### src/rtl/fence_pkg.sv
package fence_pkg;
  localparam int unsigned CNT_W   = 5;
  localparam int unsigned CNT_MAX = (1 << CNT_W) - 1;

  typedef logic [CNT_W-1:0] cnt_t;

  typedef enum logic [1:0] {
    OP_HOLD = 2'b00,
    OP_INC  = 2'b01,
    OP_DEC  = 2'b10
  } cnt_op_e;
endpackage

### src/rtl/fence_cnt_op.sv
module fence_cnt_op
  import fence_pkg::*;
(
  input  logic    miss_i,
  input  logic    reply_i,
  output cnt_op_e op_o
);
  always_comb begin
    unique case ({reply_i, miss_i})
      2'b01:   op_o = OP_INC;
      2'b10:   op_o = OP_DEC;
      default: op_o = OP_HOLD;
    endcase
  end
endmodule

### src/rtl/fence_cnt.sv
module fence_cnt
  import fence_pkg::*;
(
  input  logic    clk_i,
  input  logic    rst_ni,
  input  cnt_op_e op_i,
  output cnt_t    cnt_o,
  output logic    ovf_o,
  output logic    unf_o
);
  localparam cnt_t MAX_C = cnt_t'(CNT_MAX);

  cnt_t cnt_q, cnt_d;
  logic ovf_q, ovf_d, unf_q, unf_d;
  logic at_max, at_zero;

  assign at_max  = (cnt_q == MAX_C);
  assign at_zero = (cnt_q == '0);

  always_comb begin
    cnt_d = cnt_q;
    ovf_d = ovf_q;
    unf_d = unf_q;
    case (op_i)
      OP_INC: if (at_max)  ovf_d = 1'b1; else cnt_d = cnt_q + cnt_t'(1);
      OP_DEC: if (at_zero) unf_d = 1'b1; else cnt_d = cnt_q - cnt_t'(1);
      default: ;
    endcase
  end

  always_ff @(posedge clk_i or negedge rst_ni) begin
    if (!rst_ni) begin
      cnt_q <= '0;
      ovf_q <= 1'b0;
      unf_q <= 1'b0;
    end else begin
      cnt_q <= cnt_d;
      ovf_q <= ovf_d;
      unf_q <= unf_d;
    end
  end

  assign cnt_o = cnt_q;
  assign ovf_o = ovf_q;
  assign unf_o = unf_q;

  p_inc_r2: assert property (@(posedge clk_i) disable iff (!rst_ni)
    (op_i == OP_INC && cnt_q != MAX_C) |=> cnt_q == cnt_t'($past(cnt_q) + cnt_t'(1)));
  p_dec_r3: assert property (@(posedge clk_i) disable iff (!rst_ni)
    (op_i == OP_DEC && cnt_q != '0) |=> cnt_q == cnt_t'($past(cnt_q) - cnt_t'(1)));
  p_hold_r4: assert property (@(posedge clk_i) disable iff (!rst_ni)
    (op_i == OP_HOLD) |=> ($stable(cnt_q) && $stable(ovf_q) && $stable(unf_q)));
  p_no_overflow_r5: assert property (@(posedge clk_i) disable iff (!rst_ni)
    (op_i == OP_INC && cnt_q == MAX_C) |=> (cnt_q == MAX_C && ovf_q));
  p_ovf_sticky_r5: assert property (@(posedge clk_i) disable iff (!rst_ni)
    ovf_q |=> ovf_q);
  p_no_underflow_r6: assert property (@(posedge clk_i) disable iff (!rst_ni)
    (op_i == OP_DEC && cnt_q == '0) |=> (cnt_q == '0 && unf_q));
  p_unf_sticky_r6: assert property (@(posedge clk_i) disable iff (!rst_ni)
    unf_q |=> unf_q);
endmodule

### src/rtl/sync_gate.sv
module sync_gate
  import fence_pkg::*;
(
  input  logic clk_i,
  input  logic rst_ni,
  input  logic sync_i,
  input  logic cnt_zero_i,
  input  logic committed_i,
  output logic stall_o
);
  logic pend_q, pend_d, release_ok;

  assign release_ok = cnt_zero_i && committed_i;

  // A sync seen while pending is absorbed by the pending one
  always_comb begin
    if (pend_q) pend_d = !release_ok;
    else        pend_d = sync_i;
  end

  always_ff @(posedge clk_i or negedge rst_ni) begin
    if (!rst_ni) pend_q <= 1'b0;
    else         pend_q <= pend_d;
  end

  assign stall_o = pend_q;

  p_sync_raise_r7: assert property (@(posedge clk_i) disable iff (!rst_ni)
    (sync_i && !pend_q) |=> stall_o);
  p_hold_cnt_r8: assert property (@(posedge clk_i) disable iff (!rst_ni)
    (pend_q && !cnt_zero_i) |=> stall_o);
  p_hold_commit_r9: assert property (@(posedge clk_i) disable iff (!rst_ni)
    (pend_q && !committed_i) |=> stall_o);
  p_release_r10: assert property (@(posedge clk_i) disable iff (!rst_ni)
    (pend_q && cnt_zero_i && committed_i) |=> !stall_o);
  p_idle_r11: assert property (@(posedge clk_i) disable iff (!rst_ni)
    (!pend_q && !sync_i) |=> !stall_o);
endmodule

### src/rtl/fence_sync_gate.sv
module fence_sync_gate
  import fence_pkg::*;
(
  input  logic             clk_i,
  input  logic             rst_ni,
  input  logic             miss_sent_i,
  input  logic             reply_rcvd_i,
  input  logic             sync_req_i,
  input  logic             all_committed_i,
  output logic             stall_o,
  output logic [CNT_W-1:0] count_o,
  output logic             overflow_o,
  output logic             underflow_o
);
  cnt_op_e op;
  cnt_t    cnt;

  fence_cnt_op u_op (
    .miss_i  (miss_sent_i),
    .reply_i (reply_rcvd_i),
    .op_o    (op)
  );

  fence_cnt u_cnt (
    .clk_i  (clk_i),
    .rst_ni (rst_ni),
    .op_i   (op),
    .cnt_o  (cnt),
    .ovf_o  (overflow_o),
    .unf_o  (underflow_o)
  );

  sync_gate u_gate (
    .clk_i       (clk_i),
    .rst_ni      (rst_ni),
    .sync_i      (sync_req_i),
    .cnt_zero_i  (cnt == '0),
    .committed_i (all_committed_i),
    .stall_o     (stall_o)
  );

  assign count_o = cnt;

  p_reset_r1: assert property (@(posedge clk_i) $rose(rst_ni) |->
    (count_o == '0 && !stall_o && !overflow_o && !underflow_o));
endmodule

### config.mk
export PLATFORM = sky130hd
export DESIGN_NAME = fence_sync_gate
export DESIGN_NICKNAME = d
export VERILOG_FILES = /design/src/rtl/fence_pkg.sv /design/src/rtl/fence_cnt_op.sv /design/src/rtl/fence_cnt.sv /design/src/rtl/sync_gate.sv /design/src/rtl/fence_sync_gate.sv
export SDC_FILE = /design/constraint.sdc
export NUM_CORES = 1
export LEC_CHECK = 0
export ABC_CLOCK_PERIOD_IN_PS = 1500
export CORE_MARGIN = 2
export CORE_UTILIZATION = 40
export DETAILED_ROUTE_END_ITERATION = 7
export GPL_ROUTABILITY_DRIVEN = 0
export GPL_TIMING_DRIVEN = 0
export PLACE_DENSITY = 0.68
export SLEW_MARGIN = 20
export SYNTH_ARGS = -nofsm -noshare
export SYNTH_HDL_FRONTEND = slang
export SYNTH_SLANG_ARGS = --single-unit
### constraint.sdc
create_clock -name clk_i -period 1.5 [get_ports clk_i]
set_input_delay 0.225 -clock clk_i [delete_from_list [all_inputs] [get_ports clk_i]]
set_output_delay 0.225 -clock clk_i [all_outputs]
set_load 0.01 [all_outputs]
==> impl_metrics.toml, run 1 <==
[status]
status = "complete, but fails checks"
violations = "setup timing"

[clock_network]
cts.clk_slew.worst_paths_ns = 0.05
cts_buffers = 3
clk_path_buf_depth = 2
clock_latency_ns = 0.25
cts_tree = "yes"
cts.sinks = 8
h-tree-depth = 1
cts_root_buffer = "clkbuf_4"

[logic_synthesis]
synth_warnings = 0
syn_area_um2 = 524.3
synth_area_per_cell_um2 = 10.08
ys_seq_area_share_pct = 38.19
synthDistinctLibCells = 26
synth_cells = 52
yosysTopAreaCell = "dfrtp_1"
yosys.area.top_type_share_pct = 38.19
synth_fp_nets = 62
synthTopCellsByArea = "dfrtp_1 (38%), ha_1 (9.5%), xor2_1 (6.7%)"
ys_ff_latch = 8

[power_and_ir_drop]
p_switching_mw = 0.5635
power_frac_clock_pct = 10.4
p_comb_share_pct = 60.8
ir_drop_mv = 1.093
seqPwrFrac_pct = 28.8
power_per_cell_area_mw_per_mm2 = 1874
p_leak_nw = 0.3657
total_power_mw = 1.515
p_sw_share_pct = 37.20
p_int_mw = 0.9513

[detailed_routing]
drtIter0Drc = 16
drc_errors = 0
routedWlPerCell_um = 13.74
avgViaCountPerCell = 5.266
drt_pass1_iterations = 4
postRouteAntennaNets = 0
drt_wl_total_um = 1292
dr_total_vias = 495

[die]
die_x_um = 40.20
dieArea_mm2 = 0.001616
rows = 13
coreArea_mm2 = 0.001269
start_util_pct = 41.32
die_h_um = 40.20
io_pins = 14

[timing]
holdWs_ns = 0.2465
max_slew_margin_pct = 77.00
hold_viol = 0
worst_slack_ns = -0.1100
worstMarginPinSlew_ns = 0.3439
skew_ns = 0.0003371
slew_violations = 0
layout_worst_path_cycle_share_pct = 107.3
rsz0062_at_grt = "yes"
max_clock_freq_mhz = 621.1
finalSetupViolCount = 5
fin_crit_ns = 1.610

[place]
dp_hpwl_um = 715.2
placed_area_um2 = 673.1
io_buffers = 13
dp.cells = 80

[setup_path]
cp-start-kind = "flip-flop"
rrSetupSlack_ns = -0.11
arrival_ns = 1.74
end_kind = "flip-flop"
path_class = "reg2reg"
cp.required_ns = 1.63
critPathMaxFanout = 4

[grt]
overflow = 0
grt_pass1_vias = 434
antenna_found_initial = 0
grt_use_total_pct = 20.16
grt_max_degree = 9
grt_pass1_wl_um = 2007

[final_layout]
diodes = 0
layout_common_cells = "buf_4 (10), clkdlybuf4s50_1 (9), dfrtp_2 (4), dfrtp_1 (4)"
syn2layout_area_growth_pct = 54.18
layout.cells.most_common = "buf_4"
nNetsFinal = 91
fin_cells = 94
layout-drive-gt1-share_pct = 45.57
fin_area_um2 = 808.3
regArea_um2 = 205.2
multi_input_area_um2 = 324.1
n_fill_cell = 97

[job]
maxCapViolCount = 0

[hold_path]
hold_path.class = "in2async"
==> final cells by class <==
cell class	instances	area share, %
Tap cell	15	2.322
Sequential cell	8	25.39
Clock buffer	3	2.786
Timing Repair Buffer	24	25.70
Multi-Input combinational cell	40	40.09
Inverter	2	0.9288
Buffer	2	2.786
==> path summary, 6_finish.rpt <==
kind | cells after the start | startpoint | to
min in group clk_i | 1 | u_cnt.unf_o | u_cnt.unf_o
worst max-delay path | 5 | u_cnt.cnt_o[1] | u_cnt.cnt_o[1]
worst max register to register | 5 | u_cnt.cnt_o[1] | u_cnt.cnt_o[1]
worst min-delay path | 1 | rst_ni | u_cnt.unf_o
max in group asynchronous | 1 | rst_ni | u_cnt.cnt_o[3]
worst min register to register | 1 | u_cnt.unf_o | u_cnt.unf_o
==> repair_timing <==
action	CTS	global route
hold buffers	0	0
endpoints found under the setup margin	8	6
buffers inserted	10	1
pin swaps	2	4
gates resized for setup	10	12
==> critical path, cell delays in order, from the launching register on <==
cell     delay (ns)
dfrtp_1        0.38
buf_6          0.13
or3_4          0.35
nor3_4         0.15
a211o_4        0.19
mux2_4         0.29
==> per-layer routing <==
layer | part of all wire (%) | routed length, µm | global-route usage (%)
met2 | 47 | 605 | 31.05
met5 | 0 | 0 | 0
met4 | 0.93 | 12 | 14.17
met1 | 47 | 602 | 25.00
met3 | 5.5 | 71 | 3.889
==> synth_stat cells <==
master	count
a211o_1	1
a211o_4	1
a211oi_1	1
a21oi_1	4
a21oi_2	1
a31oi_1	2
buf_4	1
buf_6	1
dfrtp_1	8
ha_1	4
inv_1	2
mux2_4	1
nand2_1	4
nand2b_1	1
nand3_1	1
nand4_1	1
nor2_1	4
nor2b_1	2
nor3_1	1
nor3_4	1
o21ai_0	2
o21ai_1	1
or2_2	1
or3_4	1
xnor2_1	1
xor2_1	4
==> registers in the layout, summed over array words and instances, names as in the netlist <==
register	count
u_cnt.ovf_o	1
u_gate.stall_o	1
u_cnt.cnt_o	5
u_cnt.unf_o	1
==> metrics by stage <==
stage	setup WS [ns]	setup TNS, ns	utilization (%)
after floorplan	-0.1911	-0.3792	-
after global placement	-0.6534	-2.224	53.06
after detailed placement	-0.6948	-2.386	53.06
after CTS	-0.1062	-0.2559	61.64
after global routing	-0.1697	-0.6322	63.71
final	-0.1100	-0.2986	63.71
==> power by group through the flow <==
stage	combinational (mW)	clock (mW)	sequential [mW]
3_3_place_gp	0.653	0	0.460
2_1_floorplan	0.352	0	0.484
4_1_cts	0.874	0.164	0.426
5_1_grt	1.00	0.181	0.449
6_report	0.920	0.158	0.436
3_5_place_dp	0.658	0	0.462
==> cells by family (layout without fill, tap and decap cells) <==
| family | after synthesis | count (layout) | synth area share (%) |
|---|---|---|---|
| xor gates and xnor gates | 5 | 5 | 8.353 |
| DFF | 8 | 8 | 38.19 |
| buffers and inverters | 4 | 31 | 5.013 |
| AOI/OAI and AO/OA | 13 | 13 | 17.18 |
| and+or+nand+nor | 17 | 17 | 18.85 |
| muxes | 1 | 1 | 2.863 |
| adders and majority gates | 4 | 4 | 9.547 |
(Power assumes the default switching activity.)
==> run 2: changes to the inputs <==
Settings changed: ABC_CLOCK_PERIOD_IN_PS 1500 to 1300.
Clock period 1.5 ns to 1.3 ns, I/O delays scaled along.
==> run 2 against run 1 <==
Against the previous run: the flow still finishes with violations (setup timing); via count shrank 3.6%; sequential cell count is the same; maximum frequency grew 1.6%; non-clock buffer count shrank 1; sequential power grew 19%; final area shrank 3.4%; clock skew grew 0.0017 ns; hold slack lost 0.023 ns; core utilization shrank 2.2 points; worst setup slack lost 0.18 ns; die area is the same; critical path depth shrank 1.
==> impl_metrics.toml, run 2 (same netlist as run 1, synthesis figures left out) <==
[die]
die_h_um = 40.20
coreArea_mm2 = 0.001269
start_util_pct = 41.32
dieArea_mm2 = 0.001616
io_pins = 14
die_x_um = 40.20
rows = 13

[timing]
slew_violations = 0
max_clock_freq_mhz = 630.8
layout_worst_path_cycle_share_pct = 122.0
worst_slack_ns = -0.2854
tns_ns = -1.180
max_slew_margin_pct = 75.99
hold_viol = 0
worstMarginPinSlew_ns = 0.3591
fin_crit_ns = 1.585
skew_ns = 0.002047
rsz0062_at_grt = "yes"
finalSetupViolCount = 7

[grt]
antenna_found_initial = 0
grt_use_total_pct = 15.15
grt_pass1_vias = 372
overflow = 0
grt_pass1_wl_um = 1552
grt_max_degree = 10

[final_layout]
layout-drive-gt1-share_pct = 39.74
largest_register_ffs = 5
layout_common_cells = "buf_4 (9), dlygate4sd2_1 (7)"
layout.cells.most_common = "buf_4"
diodes = 0
fin_cells = 93
finish.utilization_pct = 61.54
nNetsFinal = 90
syn2layout_area_growth_pct = 48.93

[detailed_routing]
drc_errors = 0
avgViaCountPerCell = 5.129
postRouteAntennaNets = 0
drt_pass1_iterations = 3
drt_wl_total_um = 1153
drtIter0Drc = 5
routedWlPerCell_um = 12.40
dr_total_vias = 477

[power_and_ir_drop]
seqPwrFrac_pct = 32.7
p_leak_nw = 0.3578
power_per_cell_area_mw_per_mm2 = 2034
p_switching_mw = 0.5937
p_int_mw = 0.9941
p_comb_share_pct = 55.7
p_sw_share_pct = 37.39
power_frac_clock_pct = 11.7
ir_drop_mv = 0.9342

[job]
maxCapViolCount = 0

[setup_path]
crit_path_start = "u_cnt.cnt_o[3]"
cp.required_ns = 1.43
critPathMaxFanout = 5
end_kind = "flip-flop"
cp-start-kind = "flip-flop"
regToRegStartpoint = "u_cnt.cnt_o[3]"
path_class = "reg2reg"
arrival_ns = 1.72

[clock_network]
cts_root_buffer = "clkbuf_4"
clock_latency_ns = 0.25
cts.clk_slew.worst_paths_ns = 0.05
cts.sinks = 8
clk_path_buf_depth = 2
cts_buffers = 3
cts_tree = "yes"
h-tree-depth = 1

[place]
dp.cells = 80
place_ws_ns = -0.8645
dp_hpwl_um = 723.1
io_buffers = 13

[hold_path]
hold_path.class = "in2async"

[status]
status = "complete, but fails checks"
violations = "setup timing"
## run 2: cell types whose count changed in the layout (fill, tap and decap cells not counted), sizes merged
cell           delta
buf               -1
clkdlybuf4s15     +2
dlygate4sd2       +6
clkdlybuf4s50     -6
clkbuf            -1
dlymetal6s2s      -1
## run 2: final timing paths
check / end / slack, ns / depth (start not counted)
max in group asynchronous: u_cnt.cnt_o[3] / 0.79 / 1
worst min register to register: u_cnt.unf_o / 0.47 / 1
worst max register to register: u_cnt.cnt_o[1] / -0.29 / 4
min in group clk_i: u_cnt.unf_o / 0.47 / 1
worst max-delay path: u_cnt.cnt_o[1] / -0.29 / 4
worst min-delay path: u_cnt.unf_o / 0.22 / 1
## run 2: cell type report
class | count | area (µm²)
Timing Repair Buffer | 24 | 206.4
Multi-Input combinational cell | 40 | 309.0
Inverter | 2 | 7.507
Sequential cell | 8 | 205.2
Buffer | 1 | 11.26
Clock buffer | 3 | 22.52
Fill cell | 107 | 488.0
Tap cell | 15 | 18.77
## run 2: layer usage
metal | vias to the layer above | track usage, % | share of wire (%) | routed length (µm)
met2 | 11 | 21.37 | 51 | 586
met4 | 0 | 14.17 | 1.0 | 12
li1 | 237 | - | - | -
met3 | 2 | 3.889 | 3.9 | 45
met5 | - | 0 | 0 | 0
met1 | 227 | 18.39 | 44 | 508
## run 2: critical path, cell delays in order (launching register included)
cell and delay [ns]:
dfrtp_2 0.43, or3_4 0.41, nor3_4 0.16, a211o_4 0.19, mux2_4 0.29
## run 2: power groups by stage
stage	clock, mW	combinational [mW]	sequential, mW
6_report	0.185	0.884	0.518
3_5_place_dp	0	0.764	0.529
5_1_grt	0.210	0.964	0.547
2_1_floorplan	0	0.406	0.559
3_3_place_gp	0	0.752	0.530
4_1_cts	0.188	0.885	0.495
## run 2: metrics by stage
| step | power, mW | hold slack (ns) | instance area, µm² |
|---|---|---|---|
| floorplan | 0.9646 | -0.1006 | 524.3 |
| global placement | 1.282 | 0.4495 | 673.1 |
| detailed placement | 1.294 | 0.4570 | 673.1 |
| CTS | 1.568 | 0.2332 | 763.2 |
| global route | 1.720 | 0.2460 | 780.7 |
| finish | 1.588 | 0.2232 | 780.7 |
## run 2: what timing repair did
item,in CTS,in global routing
setup buffers,9,2
hold buffers,0,0
setup endpoints to repair,15,8
gates resized for setup,16,10
pin swaps,2,3
==> run 3: changes to the inputs <==
Settings changed: ABC_CLOCK_PERIOD_IN_PS 1300 to 1800, CORE_AREA set to 2 2 39 41, CORE_MARGIN 2 to not set, CORE_UTILIZATION 40 to not set, CTS_CLUSTER_SIZE set to 10, DIE_AREA set to 0 0 41 43, PLACE_DENSITY 0.68 to 0.64.
Clock period 1.3 ns to 1.8 ns, I/O delays scaled along.
==> run 3 against run 2 <==
Against the previous run: the run now ends clean; first-iteration DRC count rose by 20%; critical path depth rose by 1; sequential share of layout area rose by 0.61 points; total power fell by 31%; global-route usage barely moved; non-clock buffer count fell by 5; count of clock-buffer cells in the layout did not move; critical path type unchanged; critical endpoint unchanged; highest routed layer unchanged.
==> impl_metrics.toml, run 3 (same netlist as run 1, synthesis figures left out) <==
[setup_path]
cp-start-kind = "flip-flop"
r2r-end = "u_cnt.cnt_o[1]"
end_kind = "flip-flop"
endpoint = "u_cnt.cnt_o[1]"
crit_path_start = "u_cnt.cnt_o[1]"
path_class = "reg2reg"
regToRegStartpoint = "u_cnt.cnt_o[1]"
cp.required_ns = 1.94
arrival_ns = 1.88
reg2reg_depth = 5
critPathMaxFanout = 8
rrSetupSlack_ns = 0.06

[place]
dp_hpwl_um = 814
io_buffers = 13

[grt]
grt_pass1_vias = 383
grt_max_degree = 10
grt_use_total_pct = 15.17
grt_pass1_wl_um = 1669
antenna_found_initial = 0
overflow = 0

[timing]
skew_ns = 0.0006232
tns_ns = 0
layout_worst_path_cycle_share_pct = 96.90
hold_viol = 0
finalSetupViolCount = 0
fin_crit_ns = 1.744
max_clock_freq_mhz = 573.3
slew_violations = 0
worstMarginPinSlew_ns = 0.3489
max_slew_margin_pct = 76.67

[final_layout]
syn2layout_area_growth_pct = 42.00
largest_register_ffs = 5
layout.cells.most_common = "clkdlybuf4s50_1"
diodes = 0
layout-drive-gt1-share_pct = 26.03
nNetsFinal = 85
layout_common_cells = "clkdlybuf4s50_1 (11), dfrtp_1 (8), buf_4 (5)"

[die]
start_util_pct = 37.88
coreArea_mm2 = 0.001384
die_h_um = 43
io_pins = 14
die_x_um = 41
dieArea_mm2 = 0.001763
rows = 14

[clock_network]
cts_buffers = 3
cts_root_buffer = "clkbuf_4"
clk_path_buf_depth = 2
h-tree-depth = 1
cts.sinks = 8
clock_latency_ns = 0.25
cts_tree = "yes"
cts.clk_slew.worst_paths_ns = 0.05
cts_hold_buf = 0

[job]
maxCapViolCount = 0

[detailed_routing]
routedWlPerCell_um = 12.52
dr_total_vias = 449
drt_pass1_iterations = 4
postRouteAntennaNets = 0
drtIter0Drc = 6
drt_wl_total_um = 1114
avgViaCountPerCell = 5.045
drc_errors = 0

[power_and_ir_drop]
p_leak_nw = 0.3392
power_per_cell_area_mw_per_mm2 = 1476
total_power_mw = 1.099
ir_drop_mv = 0.6352

[status]
status = "finished clean"

[hold_path]
hold_path.class = "in2async"
## run 3: cell types whose count changed in the layout (fill, tap and decap cells not counted), moves of 2 or more
cell / before / now
dfrtp_1: 4 / 8
dlygate4sd2_1: 7 / 1
clkdlybuf4s50_1: 3 / 11
dfrtp_2: 4 / 0
clkdlybuf4s15_1: 2 / 0
buf_4: 9 / 5
## run 3: worst min path at each step
stage,endpoint,depth (start not counted)
floorplan,u_cnt.cnt_o[0],0
global placement,u_cnt.unf_o,1
detailed placement,u_cnt.ovf_o,1
CTS,u_cnt.unf_o,1
global route,u_gate.stall_o,1
finish,u_cnt.cnt_o[2],1
## run 3: per-stage QoR
| step | hold slack, ns | util, % | setup slack (ns) | instances | area [µm²] |
|---|---|---|---|---|---|
| floorplan | -0.02559 | - | 0.09925 | 52 | 524.3 |
| global placement | 0.4501 | 48.73 | -0.4031 | 81 | 674.4 |
| detailed placement | 0.4621 | 48.73 | -0.4414 | 81 | 674.4 |
| CTS | 0.2921 | 51.45 | 0.02481 | 85 | 711.9 |
| global route | 0.3152 | 53.80 | -0.006664 | 89 | 744.5 |
| finish | 0.2865 | 53.80 | 0.05576 | 89 | 744.5 |
## run 3: final cells by class
cell class | instances | area, µm²
flip-flops and latches | 8 | 200.2
inverters | 2 | 7.507
fillers | 127 | 639.4
well taps | 16 | 20.02
plain buffers | 2 | 22.52
clock buffers | 3 | 22.52
multi-input cells | 40 | 302.8
repair buffers | 18 | 168.9
## run 3: power breakdown
part / total (mW) / internal, mW / switching, mW
sequential: 0.386 / 0.265 / 0.122
clock: 0.138 / 0.0763 / 0.0615
combinational: 0.574 / 0.346 / 0.229
## run 3: critical path, cell delays in order, from the launching register on
cell and delay [ns]:
dfrtp_1 0.39, buf_6 0.14, or3_4 0.40, nor3_4 0.22
a211o_4 0.19, mux2_4 0.29
## run 3: metal layers
layer	wire length [µm]	vias up	global-route usage, %	share of wire [%]
met5	0	-	0	0
met4	36	0	14.00	3.2
met3	70	4	4.712	6.3
met2	513	19	20.94	46
met1	494	201	17.43	44
li1	-	225	-	-
## run 3: timing repair
item | CTS | global route
pin swaps | 1 | 3
gates resized for setup | 5 | 1
endpoints found under the hold margin | 0 | 0
setup endpoints to repair | 2 | 3
setup buffers | 1 | 4
